**src/rtl/brg_pkg.sv**
```systemverilog
// Package brg_pkg
// Shared types and helpers for the baud rate generator: the span length
// selection and the width of the span counter. Assumes the largest span is
// a power of two.
package brg_pkg;

    localparam int unsigned SPAN_MAX = 64;
    localparam int unsigned SPAN_W   = $clog2(SPAN_MAX);

    // One-hot code of the divider periods per bit
    typedef enum logic [2:0] {
        MUL4  = 3'b001,
        MUL16 = 3'b010,
        MUL64 = 3'b100
    } mult_e;

    // Map the three mode controls onto a span length
    function automatic mult_e pick_mult(input logic sync_sel,
                                        input logic fast_sel,
                                        input logic wide_sel);
        mult_e m;
        if (sync_sel)
            m = MUL4;
        else if (fast_sel && wide_sel)
            m = MUL4;
        else if (fast_sel ^ wide_sel)
            m = MUL16;
        else
            m = MUL64;
        return m;
    endfunction

    // Terminal value of the span counter (span length minus one)
    function automatic logic [SPAN_W-1:0] span_last(input mult_e m);
        logic [SPAN_W-1:0] v;
        case (m)
            MUL4:    v = SPAN_W'(3);
            MUL16:   v = SPAN_W'(15);
            default: v = SPAN_W'(SPAN_MAX - 1);
        endcase
        return v;
    endfunction

endpackage

```
**src/rtl/brg_mode_sel.sv**
```systemverilog
// Module brg_mode_sel
// Forms the active divisor from the two divisor bytes and decodes the mode
// controls into a span length. Purely combinational; the clock and reset
// serve only the embedded checks. Assumes DIV_W is even.
module brg_mode_sel
    import brg_pkg::*;
#(
    parameter int unsigned DIV_W = 16
) (
    input  logic                  clk,
    input  logic                  rst_n,
    input  logic [DIV_W/2-1:0]    byte_hi,
    input  logic [DIV_W/2-1:0]    byte_lo,
    input  logic                  sync_sel,
    input  logic                  fast_sel,
    input  logic                  wide_sel,
    output logic [DIV_W-1:0]      div_val,
    output mult_e                 mult,
    output logic [SPAN_W-1:0]     span_end
);

    localparam int unsigned HALF_W = DIV_W / 2;

    // Select the full divisor or only its low byte
    always_comb begin
        if (wide_sel)
            div_val = {byte_hi, byte_lo};
        else
            div_val = {{HALF_W{1'b0}}, byte_lo};
    end

    // Decode the span length and its terminal count
    always_comb begin
        mult     = pick_mult(sync_sel, fast_sel, wide_sel);
        span_end = span_last(mult);
    end

    AST_NARROW_HI_IGNORED: assert property (@(posedge clk) disable iff (!rst_n)
        !wide_sel |-> (div_val[DIV_W-1:HALF_W] == '0 && div_val[HALF_W-1:0] == byte_lo));
    AST_SYNC_X4: assert property (@(posedge clk) disable iff (!rst_n)
        sync_sel |-> (mult == MUL4 && span_end == SPAN_W'(3)));
    AST_FAST_WIDE_X4: assert property (@(posedge clk) disable iff (!rst_n)
        (!sync_sel && fast_sel && wide_sel) |-> (mult == MUL4));
    AST_ONE_SET_X16: assert property (@(posedge clk) disable iff (!rst_n)
        (!sync_sel && (fast_sel != wide_sel)) |-> (mult == MUL16));
    AST_SLOW_X64: assert property (@(posedge clk) disable iff (!rst_n)
        (!sync_sel && !fast_sel && !wide_sel) |-> (mult == MUL64));

endmodule

```
**src/rtl/brg_divider.sv**
```systemverilog
// Module brg_divider
// Down-counter that divides the clock by div_val+1 and registers a
// one-cycle tick on each wrap. A load restarts the count from div_val.
// Assumes div_val is held stable between loads for an exact period.
module brg_divider #(
    parameter int unsigned DIV_W = 16
) (
    input  logic              clk,
    input  logic              rst_n,
    input  logic              load,
    input  logic [DIV_W-1:0]  div_val,
    output logic              tick
);

    logic [DIV_W-1:0] cnt;

    // Count down, reload on wrap or on a divisor write, flag the wrap
    always_ff @(posedge clk) begin
        if (!rst_n) begin
            cnt  <= '0;
            tick <= 1'b0;
        end else if (load) begin
            cnt  <= div_val;
            tick <= 1'b0;
        end else if (cnt == '0) begin
            cnt  <= div_val;
            tick <= 1'b1;
        end else begin
            cnt  <= cnt - 1'b1;
            tick <= 1'b0;
        end
    end

    AST_PERIOD_RELOAD: assert property (@(posedge clk) disable iff (!rst_n)
        (cnt == '0 && !load) |=> (tick && cnt == $past(div_val)));
    AST_LOAD_RESTART: assert property (@(posedge clk) disable iff (!rst_n)
        load |=> (!tick && cnt == $past(div_val)));
    AST_ZERO_EVERY: assert property (@(posedge clk) disable iff (!rst_n)
        (cnt == '0 && div_val == '0 && !load) |=> (tick && cnt == '0));

endmodule

```
**src/rtl/brg_span.sv**
```systemverilog
// Module brg_span
// Counts divider ticks and raises bit_tick on the tick that completes a
// span of span_end+1. Wraps safely if span_end shrinks mid-span. A load
// clears the span count.
module brg_span
    import brg_pkg::*;
(
    input  logic              clk,
    input  logic              rst_n,
    input  logic              load,
    input  logic              step,
    input  logic [SPAN_W-1:0] span_end,
    output logic              bit_tick
);

    logic [SPAN_W-1:0] scnt;
    logic              at_end;

    // Flag the last divider period of the span
    always_comb begin
        at_end   = (scnt >= span_end);
        bit_tick = step && at_end && !load;
    end

    // Advance the span count on each divider tick, clear on wrap or load
    always_ff @(posedge clk) begin
        if (!rst_n)
            scnt <= '0;
        else if (load)
            scnt <= '0;
        else if (step)
            scnt <= at_end ? '0 : scnt + 1'b1;
    end

    AST_SPAN_WRAP: assert property (@(posedge clk) disable iff (!rst_n)
        bit_tick |=> (scnt == '0));
    AST_SPAN_STEP: assert property (@(posedge clk) disable iff (!rst_n)
        (step && !bit_tick && !load) |=> (scnt == $past(scnt) + 1'b1));
    AST_SPAN_LOAD: assert property (@(posedge clk) disable iff (!rst_n)
        load |=> (scnt == '0));

endmodule

```
**src/rtl/baud_rate_gen.sv**
```systemverilog
// Module baud_rate_gen
// Top of the baud rate generator: divisor selection and mode decode, the
// clock divider, and the span counter that turns divider ticks into bit
// ticks. The oversampling tick is passed out in asynchronous mode only.
// Assumes mode controls change only together with a divisor write.
module baud_rate_gen
    import brg_pkg::*;
#(
    parameter int unsigned DIV_W = 16
) (
    input  logic               clk,
    input  logic               rst_n,
    input  logic [DIV_W/2-1:0] div_hi,
    input  logic [DIV_W/2-1:0] div_lo,
    input  logic               div_wr,
    input  logic               sync_mode,
    input  logic               high_speed,
    input  logic               wide_cnt,
    output logic               bit_tick,
    output logic               os_tick
);

    logic [DIV_W-1:0]  div_val;
    mult_e             mult;
    logic [SPAN_W-1:0] span_end;
    logic              div_tick;

    brg_mode_sel #(.DIV_W(DIV_W)) u_mode (
        .clk      (clk),
        .rst_n    (rst_n),
        .byte_hi  (div_hi),
        .byte_lo  (div_lo),
        .sync_sel (sync_mode),
        .fast_sel (high_speed),
        .wide_sel (wide_cnt),
        .div_val  (div_val),
        .mult     (mult),
        .span_end (span_end)
    );

    brg_divider #(.DIV_W(DIV_W)) u_div (
        .clk     (clk),
        .rst_n   (rst_n),
        .load    (div_wr),
        .div_val (div_val),
        .tick    (div_tick)
    );

    brg_span u_span (
        .clk      (clk),
        .rst_n    (rst_n),
        .load     (div_wr),
        .step     (div_tick),
        .span_end (span_end),
        .bit_tick (bit_tick)
    );

    // Expose the divider tick as the oversampling enable in asynchronous mode
    always_comb os_tick = div_tick && !sync_mode;

    AST_SYNC_NO_OS: assert property (@(posedge clk) disable iff (!rst_n)
        sync_mode |-> !os_tick);
    AST_BIT_ON_DIV_PHASE: assert property (@(posedge clk) disable iff (!rst_n)
        bit_tick |-> div_tick);
    AST_ONE_HOT_MULT: assert property (@(posedge clk) disable iff (!rst_n)
        $onehot0(mult) && (mult != 3'b000));

endmodule

```
**config.mk**
```make
export PLATFORM = sky130hd
export DESIGN_NAME = baud_rate_gen
export DESIGN_NICKNAME = d
export VERILOG_FILES = /design/src/rtl/brg_pkg.sv /design/src/rtl/brg_mode_sel.sv /design/src/rtl/brg_divider.sv /design/src/rtl/brg_span.sv /design/src/rtl/baud_rate_gen.sv
export SDC_FILE = /design/constraint.sdc
export NUM_CORES = 1
export LEC_CHECK = 0
export BUFFER_PORTS_ARGS = -buffer_cell sky130_fd_sc_hd__buf_2
export CAP_MARGIN = 20
export CORE_AREA = 2 2 42 72
export DETAILED_ROUTE_END_ITERATION = 8
export DIE_AREA = 0 0 44 74
export GPL_ROUTABILITY_DRIVEN = 0
export HOLD_SLACK_MARGIN = 0.08
export MAX_ROUTING_LAYER = met4
export PLACE_DENSITY = 0.75
export SLEW_MARGIN = 20
export SYNTH_ARGS = -nofsm -noshare
export SYNTH_HDL_FRONTEND = slang
export SYNTH_SLANG_ARGS = --single-unit
```
**constraint.sdc**
```tcl
create_clock -name clk -period 3.61 [get_ports clk]
set_clock_uncertainty 0.05 [all_clocks]
set_input_delay 0.1805 -clock clk [delete_from_list [all_inputs] [get_ports clk]]
set_output_delay 0.1805 -clock clk [all_outputs]
set_load 0.005 [all_outputs]
```
# Word-level counts from Yosys, hierarchy flattened
# Cells that the tools add are included.
# Widths: inputs -> output; s select.
[word_totals]
regBits = 23
input_bits = 22
out_inout_bits = 2
wordCells = 27
[classes]
addsub = 2
order_cmp = 1
n_eq_ne = 2
n_mux = 9
bitwise_logic = 2
n_reduce_logical = 8
[op_table]
columns = ["op", "count"]
rows = [
  ["$mux 16", 3],
  ["$logic_not 16->1", 1],
  ["$sub 16x1->16 const B", 1],
  ["$pmux 6 s2", 1],
  ["$mux 3", 3],
  ["$add 6x1->6 const B", 1],
  ["$ge 6x6->1", 1],
  ["$mux 6", 1],
  ["$logic_and 1x1->1", 4],
  ["$eq 3x1->1 const B", 1],
  ["$eq 3x2->1 const B", 1],
  ["$logic_not 1->1", 2],
  ["$reduce_or 2->1", 1],
  ["$mux 1", 1],
  ["$not 1->1", 1],
  ["$xor 1x1->1", 1],
]

# Logic depth before layout (Yosys ltp)
# Gate-level depths: netlist of the first run.
[depth]
depth_word = 9
depth_mapped = 10
depth_no_buf = 9

# By module
# From an unflattened synthesis of the first run, not the netlist that was laid out.
[hier_totals]
hier_cells = 211
area_unflattened_um2 = 1760.4
[modules_own_cells]
columns = ["module", "instances", "cells_per_inst", "area_each_um2", "seq_area_each_um2"]
rows = [
  ["brg_divider", 1, 130, 1081.0, 340.3],
  ["brg_span", 1, 47, 447.9, 120.1],
  ["brg_mode_sel", 1, 33, 217.7, 0.0],
  ["baud_rate_gen", 1, 1, 13.8, 0.0],
]

# Least setup slack after synthesis of the first run
# No wires, ideal clock.
[synth_path]
path_type = "input to output"
from = "input port wide_cnt"
to = "output port bit_tick"
arrival_ns = 1.684
required_ns = 3.379
setup_slack_ns = 1.696
cell_stages = 9
path_buffers = 1
cell_sequence = "clkbuf_1 > inv_1 > ha_1 > a21o_1 > ha_1 > nand2_1 > o21ai_1 > a21oi_1 > nor3b_1"
[synth_via]
elab_chain_cells = 9
elab_cells_between_ends = 11
[synth_rtl]
columns = ["item", "line", "text"]
rows = [
  ["from (decl)", "baud_rate_gen.sv:18", "input logic wide_cnt,"],
  ["$xor 1x1->1", "brg_pkg.sv:26", "else if (fast_sel ^ wide_sel)"],
  ["$mux 3", "brg_pkg.sv:26", ""],
  ["$mux 3 (*)", "brg_pkg.sv:24", "else if (fast_sel && wide_sel)"],
  ["$mux 3 (*)", "brg_pkg.sv:22", "if (sync_sel)"],
  ["$eq 3x2->1 or $eq 3x1->1 (tied branches)", "brg_pkg.sv:36", "case (m)"],
  ["$pmux 6 s2 (*)", "brg_pkg.sv:36", ""],
  ["$ge 6x6->1 (*)", "brg_span.sv:21", "at_end = (scnt >= span_end);"],
  ["$logic_and 1x1->1 (*) (2 in series)", "brg_span.sv:22", "bit_tick = step && at_end && !load;"],
  ["to (decl)", "baud_rate_gen.sv:19", "output logic bit_tick,"],
]
# Every way passes the cells marked *; elsewhere a longest branch is shown, timed or not.

# Worst setup path in the final report of the first run
[layout_path]
from = "register u_div.cnt[0]"
to = "register u_div.cnt[9]"
[layout_via]
elab_chain_cells = 3
elab_cells_between_ends = 4
[layout_rtl]
columns = ["item", "line", "text"]
rows = [
  ["from (decl)", "brg_divider.sv:15", "logic [DIV_W-1:0] cnt;"],
  ["from (signal assigned)", "brg_divider.sv:23", "cnt <= div_val;"],
  ["from (signal assigned)", "brg_divider.sv:26", "cnt <= div_val;"],
  ["from (signal assigned)", "brg_divider.sv:29", "cnt <= cnt - 1'b1;"],
  ["$sub 16x1->16 or $logic_not 16->1 (tied branches)", "brg_divider.sv:29, brg_divider.sv:25", ""],
  ["$mux 16 (*)", "brg_divider.sv:25", "end else if (cnt == '0) begin"],
  ["$mux 16 (*)", "brg_divider.sv:22", "end else if (load) begin"],
]
# Marks and branches as above.
# A chain may end at the register's enable or synchronous reset.

==> results.md, run 1 <==
- Setup bufs post-CTS: 0
- Vias per cell: roughly 5.9
- Relative slew slack: 0.483
- Pleak: 0.642 nW
- Die X: between 40 and 50 µm
- DR WL/cell: roughly 15 µm
- Synth area leaders: dfxtp_1, ha_1, xnor2_1
- Critical Path, Cell by Cell: inv_1 > ha_1 > nor3b_1 > a41oi_2 > buf_4 > nand2_1 > o22ai_1
- Worst VDD drop: 0.203 mV
- Post-route cell area: 1570 µm²
- DRC viols: 0
- Max Clk Rate: between 400 and 500 MHz
- Final setup fails: 0
- Synth warn: 0
- Area of the core: 2690 µm²
- Prevailing post-synth register cell: dfxtp_1
- Total global routing overflow: 0
- CTS Hold Buffers Added: 0
- Final net count: 207
- RSZ-0062 raised after global routing: false
- Crit. End Element: flop
- H-tree depth: 1
- Worst skew pair latency: 0.26 ns
- Sequential share of the synthesized area: 0.331
- CP max-delay cell: a41oi_2
- CP peak stage delay: around 0.7 ns
- Final Max Slew Viols: 0
- Inserted Diodes: 0
- Synth Instances: between 150 and 200
- CP delay by family, top: compound AO/OA/AOI/OAI gates
- Synth unique cells: 38
- Layout cells sized above 1: 0.211
- Area Overhead vs Synth: 12.7%
- Vias in the first global route: about 1200
- First-pass GRT wire length: 4.96 mm
- Post-DP Area: about 1500 µm²
- Status: finished, final reports clean
- Post-DP HPWL: 2.41 mm
- Initial core utilization: 0.517
- CTS max path bufs: 2
- Mapped Area: 1390 µm²
- CP startpoint kind: flop
- Fin util: 0.582
- Area leader, netlist: dfxtp_1
- Synth top area share: 0.331
- Buf/Inv on CP: 2
- Worst Hold Class: input port to flop
- Fin Setup TNS: 0 ns
- Slew @ Worst Pin: 0.776 ns
- PwrDens: 380 nW/µm²
- Syn_area_per_cell: 9.09 µm²
- Synth Register Bits: 23
- Number of CTS-inserted buffers: 3
- GR Util All Layers: 0.207
- Max-cap violations: 0
- Worst-path clk slew: 0.08 ns
- # port buffers: 23
- Num rows: 25
- Critical path type: flop to flop
- Pin count of the biggest net entering global routing: 18
- Post_cts resized: 0
- Antenna violations before repair: 0
- Die Ht: between 70 and 80 µm
- Final Hold Slack: 0.113 ns
- R2R Setup Slk: 1.36 ns
- Synth cell count leaders: dfxtp_1, nor2_1, ha_1, xnor2_1, inv_1
- CTS tree: yes
- Number of enable flip-flop cells after synthesis: 0
- Net Count, Synth: ~180
- Cell with the most instances after synthesis: dfxtp_1
- Clock Sinks: 23
- Worst Path Required: approximately 3.7 ns
- Worst-path maximum fanout: 17
- Crit path arrival time: 2.37 ns
- Ports: 24
- Final ANT Viol Nets: 0
- Root Driver: clkbuf_8
- Tmin final: 2.25 ns
- Die area: 3260 µm²
- 1st-pass router iterations: 4
- Iteration-0 DRC Markers: 17
- Asr flop ratio synth: 0
- Vias: ~1200
- Final Cycle Share: 0.625
- Final wirelength: 3.01 mm
- Final hold vios: 0
==> routing by layer <==
metal	wire, µm	global-route usage	up-vias
met3	70	0.0218	6
met2	1790	0.397	20
li1	-	-	595
met4	55	0.104	0
met1	1100	0.192	573
met5	0	-	-
==> placed cells by master (no fill, tap or decap), types with 2 or more instances in the layout <==
cell      count
a31oi_1       2
o22ai_1       3
xnor2_1       9
a211oi_1      6
dfxtp_1      23
inv_1         8
a21o_1        3
nor3b_1       4
nor4_4        2
clkbuf_8      3
nor3_1        3
nor4_2        2
nand4_1       6
ha_1          9
nor2_1       14
or4_4         2
o21ai_1       2
nand3_1       5
a21oi_1       6
mux2i_1       2
or2_1         2
nand2_1       6
buf_2        23
xor2_1        7
and2_1        5
nor2b_1       2
nand2b_1      2
a211oi_2      2
==> worst min-delay path, cell delays in order <==
cell and delay (ns):
buf_2 0.08, mux2i_1 0.06, nor2_1 0.07
==> registers in the layout, summed over array words and instances (netlist names) <==
register and flops:
u_div.tick 1, u_span.scnt 6, u_div.cnt 16
==> worst paths after layout <==
kind,start,end,cells past startpoint
hold reg to reg,u_span.scnt[1],u_span.scnt[1],2
setup reg to reg,u_div.cnt[0],u_div.cnt[9],7
setup / recovery,u_div.cnt[0],u_div.cnt[9],7
hold / removal,div_lo[0],u_div.cnt[0],3
==> power breakdown <==
part           internal (mW)  switching (mW)  total (mW)
combinational         0.0667          0.0749       0.142
sequential             0.270          0.0256       0.296
clock                 0.0786          0.0789       0.158
==> metrics by stage <==
step	total power, mW	std cells	setup WS [ns]
2_1_floorplan	0.405	153	1.70
3_3_place_gp	0.439	198	1.46
3_5_place_dp	0.442	198	1.38
4_1_cts	0.601	202	1.35
5_1_grt	0.629	202	1.13
6_report	0.595	202	1.36
==> final cells by class <==
cell class	count	area [µm²]
multi-input cells	116	875
repair buffers	24	123
flip-flops and latches	23	460
clock buffers	4	45.0
well taps	27	33.8
inverters	8	30.0
fillers	259	1120
==> cells by family (layout without fill, tap and decap cells) <==
kind of cell    after synthesis  in the layout  synth area share
fa+ha+maj                     9              9            0.0810
xor+xnor                     16             16             0.101
simple gates                 59             59             0.269
mux                           2              2            0.0144
buf+inv                      14             36            0.0396
flops                        23             23             0.331
compound gates               30             30             0.164
(Power assumes the default switching activity.)
==> inputs of run 2 (changes only) <==
--- a/config.mk
+++ b/config.mk
@@ -7,13 +7,13 @@
 export LEC_CHECK = 0
 export BUFFER_PORTS_ARGS = -buffer_cell sky130_fd_sc_hd__buf_2
 export CAP_MARGIN = 20
-export CORE_AREA = 2 2 42 72
+export CORE_AREA = 2 2 44 76
 export DETAILED_ROUTE_END_ITERATION = 8
-export DIE_AREA = 0 0 44 74
+export DIE_AREA = 0 0 46 78
 export GPL_ROUTABILITY_DRIVEN = 0
 export HOLD_SLACK_MARGIN = 0.08
 export MAX_ROUTING_LAYER = met4
-export PLACE_DENSITY = 0.75
+export PLACE_DENSITY = 0.71
 export SLEW_MARGIN = 20
 export SYNTH_ARGS = -nofsm -noshare
 export SYNTH_HDL_FRONTEND = slang
==> constraint.sdc (replaced) <==
create_clock -name clk -period 2 [get_ports clk]
set_clock_uncertainty 0.05 [all_clocks]
set_input_delay 0.1 -clock clk [delete_from_list [all_inputs] [get_ports clk]]
set_output_delay 0.1 -clock clk [all_outputs]
set_load 0.005 [all_outputs]
==> run 2 against run 1 <==
Against the previous run: clock power up 81%; critical path depth up 3; largest cell class unchanged; worst hold slack worse by 0.019 ns; utilization up 1.1 points; clock-buffer cell count unchanged; flip-flop and latch count unchanged; cell area up 11%; highest routed layer unchanged; critical path type is now input port to output port; global-route usage down 1.1 points; worst setup slack worse by 1.2 ns; sequential power up 81%.
==> results.md, run 2 (same netlist as run 1, synthesis figures left out) <==
- GR met2 Demand/Resource: 0.342 (-0.0554)
- 1st-pass router iterations: 4 (unchanged)
- Worst-path maximum fanout: 3 (-14)
- Vias in the first global route: 1252 (+2.8%)
- Cell mode on critical path: buf_2
- Post-DP Area: 1550 µm² (+1.6%)
- Biggest register: u_div.cnt
- # port buffers: 23 (unchanged)
- Worst Hold Class: input port to flop
- Final Max Slew Viols: 0 (unchanged)
- Fin Setup TNS: 0 ns (unchanged)
- CTS max path bufs: 2 (unchanged)
- Num rows: 26 (+4.0%)
- First-pass GRT wire length: 5.14 mm (+3.6%)
- Inserted Diodes: 0 (unchanged)
- Worst-path clk slew: 0.08 ns (about the same)
- DRC viols: 0 (unchanged)
- Met1 Use GR: 0.190 (-0.00193)
- Worst Path Required: 1.85 ns (-1.88 ns)
- Fillers: 268 (+3.5%)
- CP delay by family, top: simple AND/OR/NAND/NOR gates
- Final Cycle Share: 0.945
- M3 GR Usage: 0.0279 (+0.00606)
- Vias per cell: 5.63 (-4.7%)
- Antenna violations before repair: 0 (unchanged)
- Biggest regs: u_div.cnt: 16 flops, u_span.scnt: 6 flops, u_div.tick: 1 flops
- Area Overhead vs Synth: 24.9%
- Pleak: 0.714 nW (+11%)
- Pin count of the biggest net entering global routing: 18 (unchanged)
- Worst skew pair latency: 0.26 ns (about the same)
- Initial core utilization: 0.475 (-0.0420)
- CP max-delay cell: ha_4
- Critical path type: input port to output port
- CP startpoint kind: input port
- Root Driver: clkbuf_8
- Worst VDD drop: 0.300 mV (+48%)
- Clock Sinks: 23 (unchanged)
- Non-filler instance count after layout: 219 (+8.4%)
- Total global routing overflow: 0 (unchanged)
- Final hold vios: 0 (unchanged)
- GR Util All Layers: 0.196 (-0.0113)
- Number of CTS-inserted buffers: 3 (unchanged)
- DR WL/cell: 14.5 µm (-2.6%)
- PwrDens: 639 nW/µm² (+68%)
- CP peak stage delay: 0.28 ns (-0.40 ns)
- Final ANT Viol Nets: 0 (unchanged)
- Post-route cell area: 1740 µm² (+11%)
- Multi-input logic area: 893 µm² (+2.1%)
- Die Ht: 78 µm (+5.4%)
- Layout cells sized above 1: 0.230 (+0.0189)
- Die X: 46 µm (+4.5%)
- Final wirelength: 3.18 mm (+5.6%)
- CTS tree: yes
- Crit path arrival time: 1.74 ns (-0.63 ns)
- Ports: 24 (unchanged)
- Slew @ Worst Pin: 0.411 ns (-0.365 ns)
- Tmin final: 1.89 ns
- Status: finished, final reports clean
- Vias: 1234 (+3.4%)
- Area of the core: 2930 µm² (+8.8%)
- Buf/Inv on CP: 2 (unchanged)
- Final net count: 223 (+7.7%)
- Max Clk Rate: 529 MHz
- Placed Cells: 202 (+2.0%)
- Largest register FFs: 16 (unchanged)
- Iteration-0 DRC Markers: 30 (+13)
- Max-cap violations: 0 (unchanged)
- Post-DP HPWL: 2.40 mm (-0.73%)
- Most frequent cells in the layout: buf_2, dfxtp_1, nor2_1
- Final setup fails: 0 (unchanged)
- Critical Path, Cell by Cell: buf_2 > ha_1 > or2_4 > a21o_1 > ha_4 > nand2_1 > o21ai_2 > a21oi_1 > nor3b_1 > buf_2
- H-tree depth: 1 (unchanged)
- Die area: 3590 µm² (+10%)
- Register Area: 460 µm² (unchanged)
- Relative slew slack: 0.724 (+0.241)
- Crit. End Element: output port
- Busiest layer in global routing: met2
-- run 2: final timing paths --
check                 start             end  slack (ns)  cells past startpoint
min reg2reg  u_span.scnt[1]  u_span.scnt[1]        0.53                      2
max reg2reg    u_div.cnt[2]   u_div.cnt[12]        0.24                      4
min                   rst_n   u_div.cnt[15]        0.09                      2
max              high_speed        bit_tick        0.11                     10
-- run 2: final cells by class --
class                      instances  area share
clock buffer                       4      0.0259
timing repair buffer              40       0.157
tap                               28      0.0202
sequential                        23       0.265
multi-input combinational        116       0.514
inverter                           8      0.0173
-- run 2: stage by stage --
step	worst slack, ns	utilization	hold WS (ns)	power (mW)
6_report	0.109	0.593	0.0947	1.11
4_1_cts	0.0799	0.584	0.0894	1.11
3_5_place_dp	-0.0105	0.528	0.324	0.805
5_1_grt	-0.00819	0.593	0.0907	1.17
2_1_floorplan	0.171	-	0.180	0.730
3_3_place_gp	0.0835	0.528	0.280	0.796
-- run 2: layer usage --
layer	wire length, µm	part of all wire
met3	67	0.021
met4	44	0.014
met1	1270	0.40
met5	0	0
met2	1800	0.56
-- run 2: power by group --
| part | internal (mW) | total (mW) | switching (mW) | leakage (nW) |
|---|---|---|---|---|
| Combinational | 0.146 | 0.287 | 0.141 | 0.503 |
| Clock | 0.142 | 0.286 | 0.144 | 0.0228 |
| Sequential | 0.488 | 0.536 | 0.0482 | 0.189 |
-- run 2: worst register-to-register path: cells and delay by family (launching register included) --
kind	cells	cell delay (ns)
AND/OR/NAND/NOR	2	0.94
flip-flops	1	0.40
XOR/XNOR	1	0.18
AO/OA/AOI/OAI	1	0.09
-- run 2: repair_timing --
item                       in CTS  in global routing
setup buffers                   0                  1
hold buffers                   12                  0
resized for setup               0                  3
hold endpoints to repair       12                  0
setup endpoints to repair       0                  1
==> inputs of run 3 (changes only) <==
--- a/config.mk
+++ b/config.mk
@@ -5,15 +5,15 @@
 export SDC_FILE = /design/constraint.sdc
 export NUM_CORES = 1
 export LEC_CHECK = 0
-export BUFFER_PORTS_ARGS = -buffer_cell sky130_fd_sc_hd__buf_2
 export CAP_MARGIN = 20
-export CORE_AREA = 2 2 44 76
+export CORE_AREA = 2 2 42 72
 export DETAILED_ROUTE_END_ITERATION = 8
-export DIE_AREA = 0 0 46 78
+export DIE_AREA = 0 0 44 74
+export DONT_BUFFER_PORTS = 1
 export GPL_ROUTABILITY_DRIVEN = 0
 export HOLD_SLACK_MARGIN = 0.08
 export MAX_ROUTING_LAYER = met4
-export PLACE_DENSITY = 0.71
+export PLACE_DENSITY = 0.7
 export SLEW_MARGIN = 20
 export SYNTH_ARGS = -nofsm -noshare
 export SYNTH_HDL_FRONTEND = slang
==> run 3 against run 2 <==
Against the previous run: wire length down 1.2%; flip-flop and latch count unchanged; via count down 3.1%; worst setup slack better by 0.025 ns; die area down 9.3%.
==> results.md, run 3 (same netlist as run 1, synthesis figures left out) <==
- Final Max Slew Viols: 0 (unchanged)
- Worst Path Required: 2.13 ns (+0.28 ns)
- Worst skew pair latency: 0.26 ns (about the same)
- Total global routing overflow: 0 (unchanged)
- Relative slew slack: 0.717 (-0.00705)
- Worst-path maximum fanout: 15 (+12)
- Antenna violations before repair: 0 (unchanged)
- Internal: 768 µW (-1.1%)
- CP startpoint kind: flop
- Sw Ratio: 0.292 (-0.00765)
- Clock Sinks: 23 (unchanged)
- Final ANT Viol Nets: 0 (unchanged)
- Root Driver: clkbuf_8
- DRC viols: 0 (unchanged)
- Most frequent cells in the layout: dfxtp_1, dlygate4sd3_1, nor2_1
- CP delay by family, top: compound AO/OA/AOI/OAI gates
- Die Ht: 74 µm (-5.1%)
- PwrDens: 652 nW/µm² (+2.1%)
- Worst VDD drop: 0.356 mV (+19%)
- Post-DP HPWL: 2.43 mm (+1.4%)
- Vias per cell: 5.95 (+5.6%)
- Final Cycle Share: 0.933 (-0.0125)
- Inserted Diodes: 0 (unchanged)
- Number of CTS-inserted buffers: 3 (unchanged)
- Die X: 44 µm (-4.3%)
- Critical path type: flop to flop
- Multi-input logic area: 875 µm² (-2.1%)
- Sequential Power Share: 0.491 (+0.007)
- Comb pwr share: 0.254 (-0.005)
- Fin util: 0.619 (+0.0254)
- Final wirelength: 3.14 mm (-1.2%)
- Vias in the first global route: 1306 (+4.3%)
- Worst-path clk slew: 0.08 ns (about the same)
- CTS tree: yes
- Die area: 3260 µm² (-9.3%)
- Largest register FFs: 16 (unchanged)
- Pin count of the biggest net entering global routing: 16 (-2)
- # port buffers: 0 (-100%)
- Vias: 1196 (-3.1%)
- Crit path arrival time: 2.00 ns (+0.26 ns)
- FF-to-FF path depth: 7 (+3)
- First-pass GRT wire length: 5.28 mm (+2.7%)
- Final net count: 206 (-7.6%)
- CP max-delay cell: dfxtp_1
- Fin Setup TNS: 0 ns (unchanged)
- Final Hold Slack: 0.128 ns (+0.0333 ns)
- Psw: 317 µW (-4.6%)
- CP peak stage delay: 0.34 ns (+0.06 ns)
- Area Overhead vs Synth: 19.7%
- Pleak: 0.640 nW (-10%)
- Final setup fails: 0 (unchanged)
- WHS Path Cells: 2 (unchanged)
- Ports: 24 (unchanged)
- Clock share of power: 0.255 (-0.003)
- GR Util All Layers: 0.219 (+0.0233)
- Max-cap violations: 0 (unchanged)
- Buf/Inv on CP: 2 (unchanged)
- Biggest regs: u_div.cnt: 16 flops, u_span.scnt: 6 flops, u_div.tick: 1 flops
- CTS max path bufs: 2 (unchanged)
- H-tree depth: 1 (unchanged)
- Most common cell after layout, fill and taps aside: dfxtp_1
- Levels on crit path: 7 (-3)
- Crit. End Element: flop
- Num rows: 25 (-3.8%)
- RSZ-0062 raised after global routing: false
- Iteration-0 DRC Markers: 20 (-33%)
- 1st-pass router iterations: 4 (unchanged)
- Max Clk Rate: 536 MHz (+1.3%)
- Initial core utilization: 0.517 (+0.0420)
- Worst Hold Class: input port to flop
- Register Area: 460 µm² (unchanged)
- Post_cts resized: 0 (unchanged)
- Slew @ Worst Pin: 0.421 ns (+0.0102 ns)
- Area of the core: 2690 µm² (-8.1%)
- DR WL/cell: 15.6 µm (+7.6%)
- Layout cells sized above 1: 0.0977 (-0.133)
- Fillers: 230 (-14%)
- Biggest register: u_div.cnt
- Tmin final: 1.87 ns (-0.0250 ns)
- Final hold vios: 0 (unchanged)
- Critical Path, Cell by Cell: inv_1 > ha_1 > nor3b_1 > a41oi_2 > buf_4 > nand2_1 > o22ai_1
- Status: finished, final reports clean
-- run 3: final timing paths --
kind	from	end	slack [ns]
worst min-delay path	rst_n	u_div.cnt[0]	0.13
worst min register to register	u_span.scnt[1]	u_span.scnt[1]	0.52
worst max-delay path	u_div.cnt[0]	u_div.cnt[9]	0.13
worst max register to register	u_div.cnt[0]	u_div.cnt[9]	0.13
-- run 3: repair_timing --
item	4_1_cts	5_1_grt
endpoints found under the hold margin	17	0
buffers inserted	0	0
hold buffers	19	0
-- run 3: cell type report --
cell class / count / area share
well taps: 27 / 0.0203
inverters: 8 / 0.0180
repair buffers: 23 / 0.132
clock buffers: 4 / 0.0271
flip-flops and latches: 23 / 0.277
multi-input cells: 116 / 0.526
-- run 3: power by group through the flow --
stage / logic, mW / clock network, mW / registers, mW
3_5_place_dp: 0.240 / 0 / 0.543
4_1_cts: 0.275 / 0.283 / 0.532
2_1_floorplan: 0.196 / 0 / 0.534
3_3_place_gp: 0.231 / 0 / 0.541
6_report: 0.276 / 0.277 / 0.533
5_1_grt: 0.305 / 0.309 / 0.537
-- run 3: per-stage QoR --
| step | cells | cell area [µm²] | total power [mW] | setup WS (ns) |
|---|---|---|---|---|
| after global placement | 178 | 1430 | 0.772 | 0.206 |
| after floorplan | 153 | 1390 | 0.730 | 0.171 |
| after detailed placement | 178 | 1430 | 0.783 | 0.138 |
| after CTS | 201 | 1660 | 1.09 | 0.150 |
| final | 201 | 1660 | 1.09 | 0.134 |
| after global routing | 201 | 1660 | 1.15 | 0.0204 |
-- run 3: metal layers --
| layer | share of wire | vias up | routed length [µm] | track usage |
|---|---|---|---|---|
| li1 | - | 595 | - | - |
| met1 | 0.36 | 572 | 1120 | 0.196 |
| met2 | 0.60 | 19 | 1890 | 0.448 |
| met3 | 0.018 | 10 | 56 | 0.0146 |
| met4 | 0.025 | 0 | 78 | 0.0808 |
| met5 | 0 | - | 0 | - |
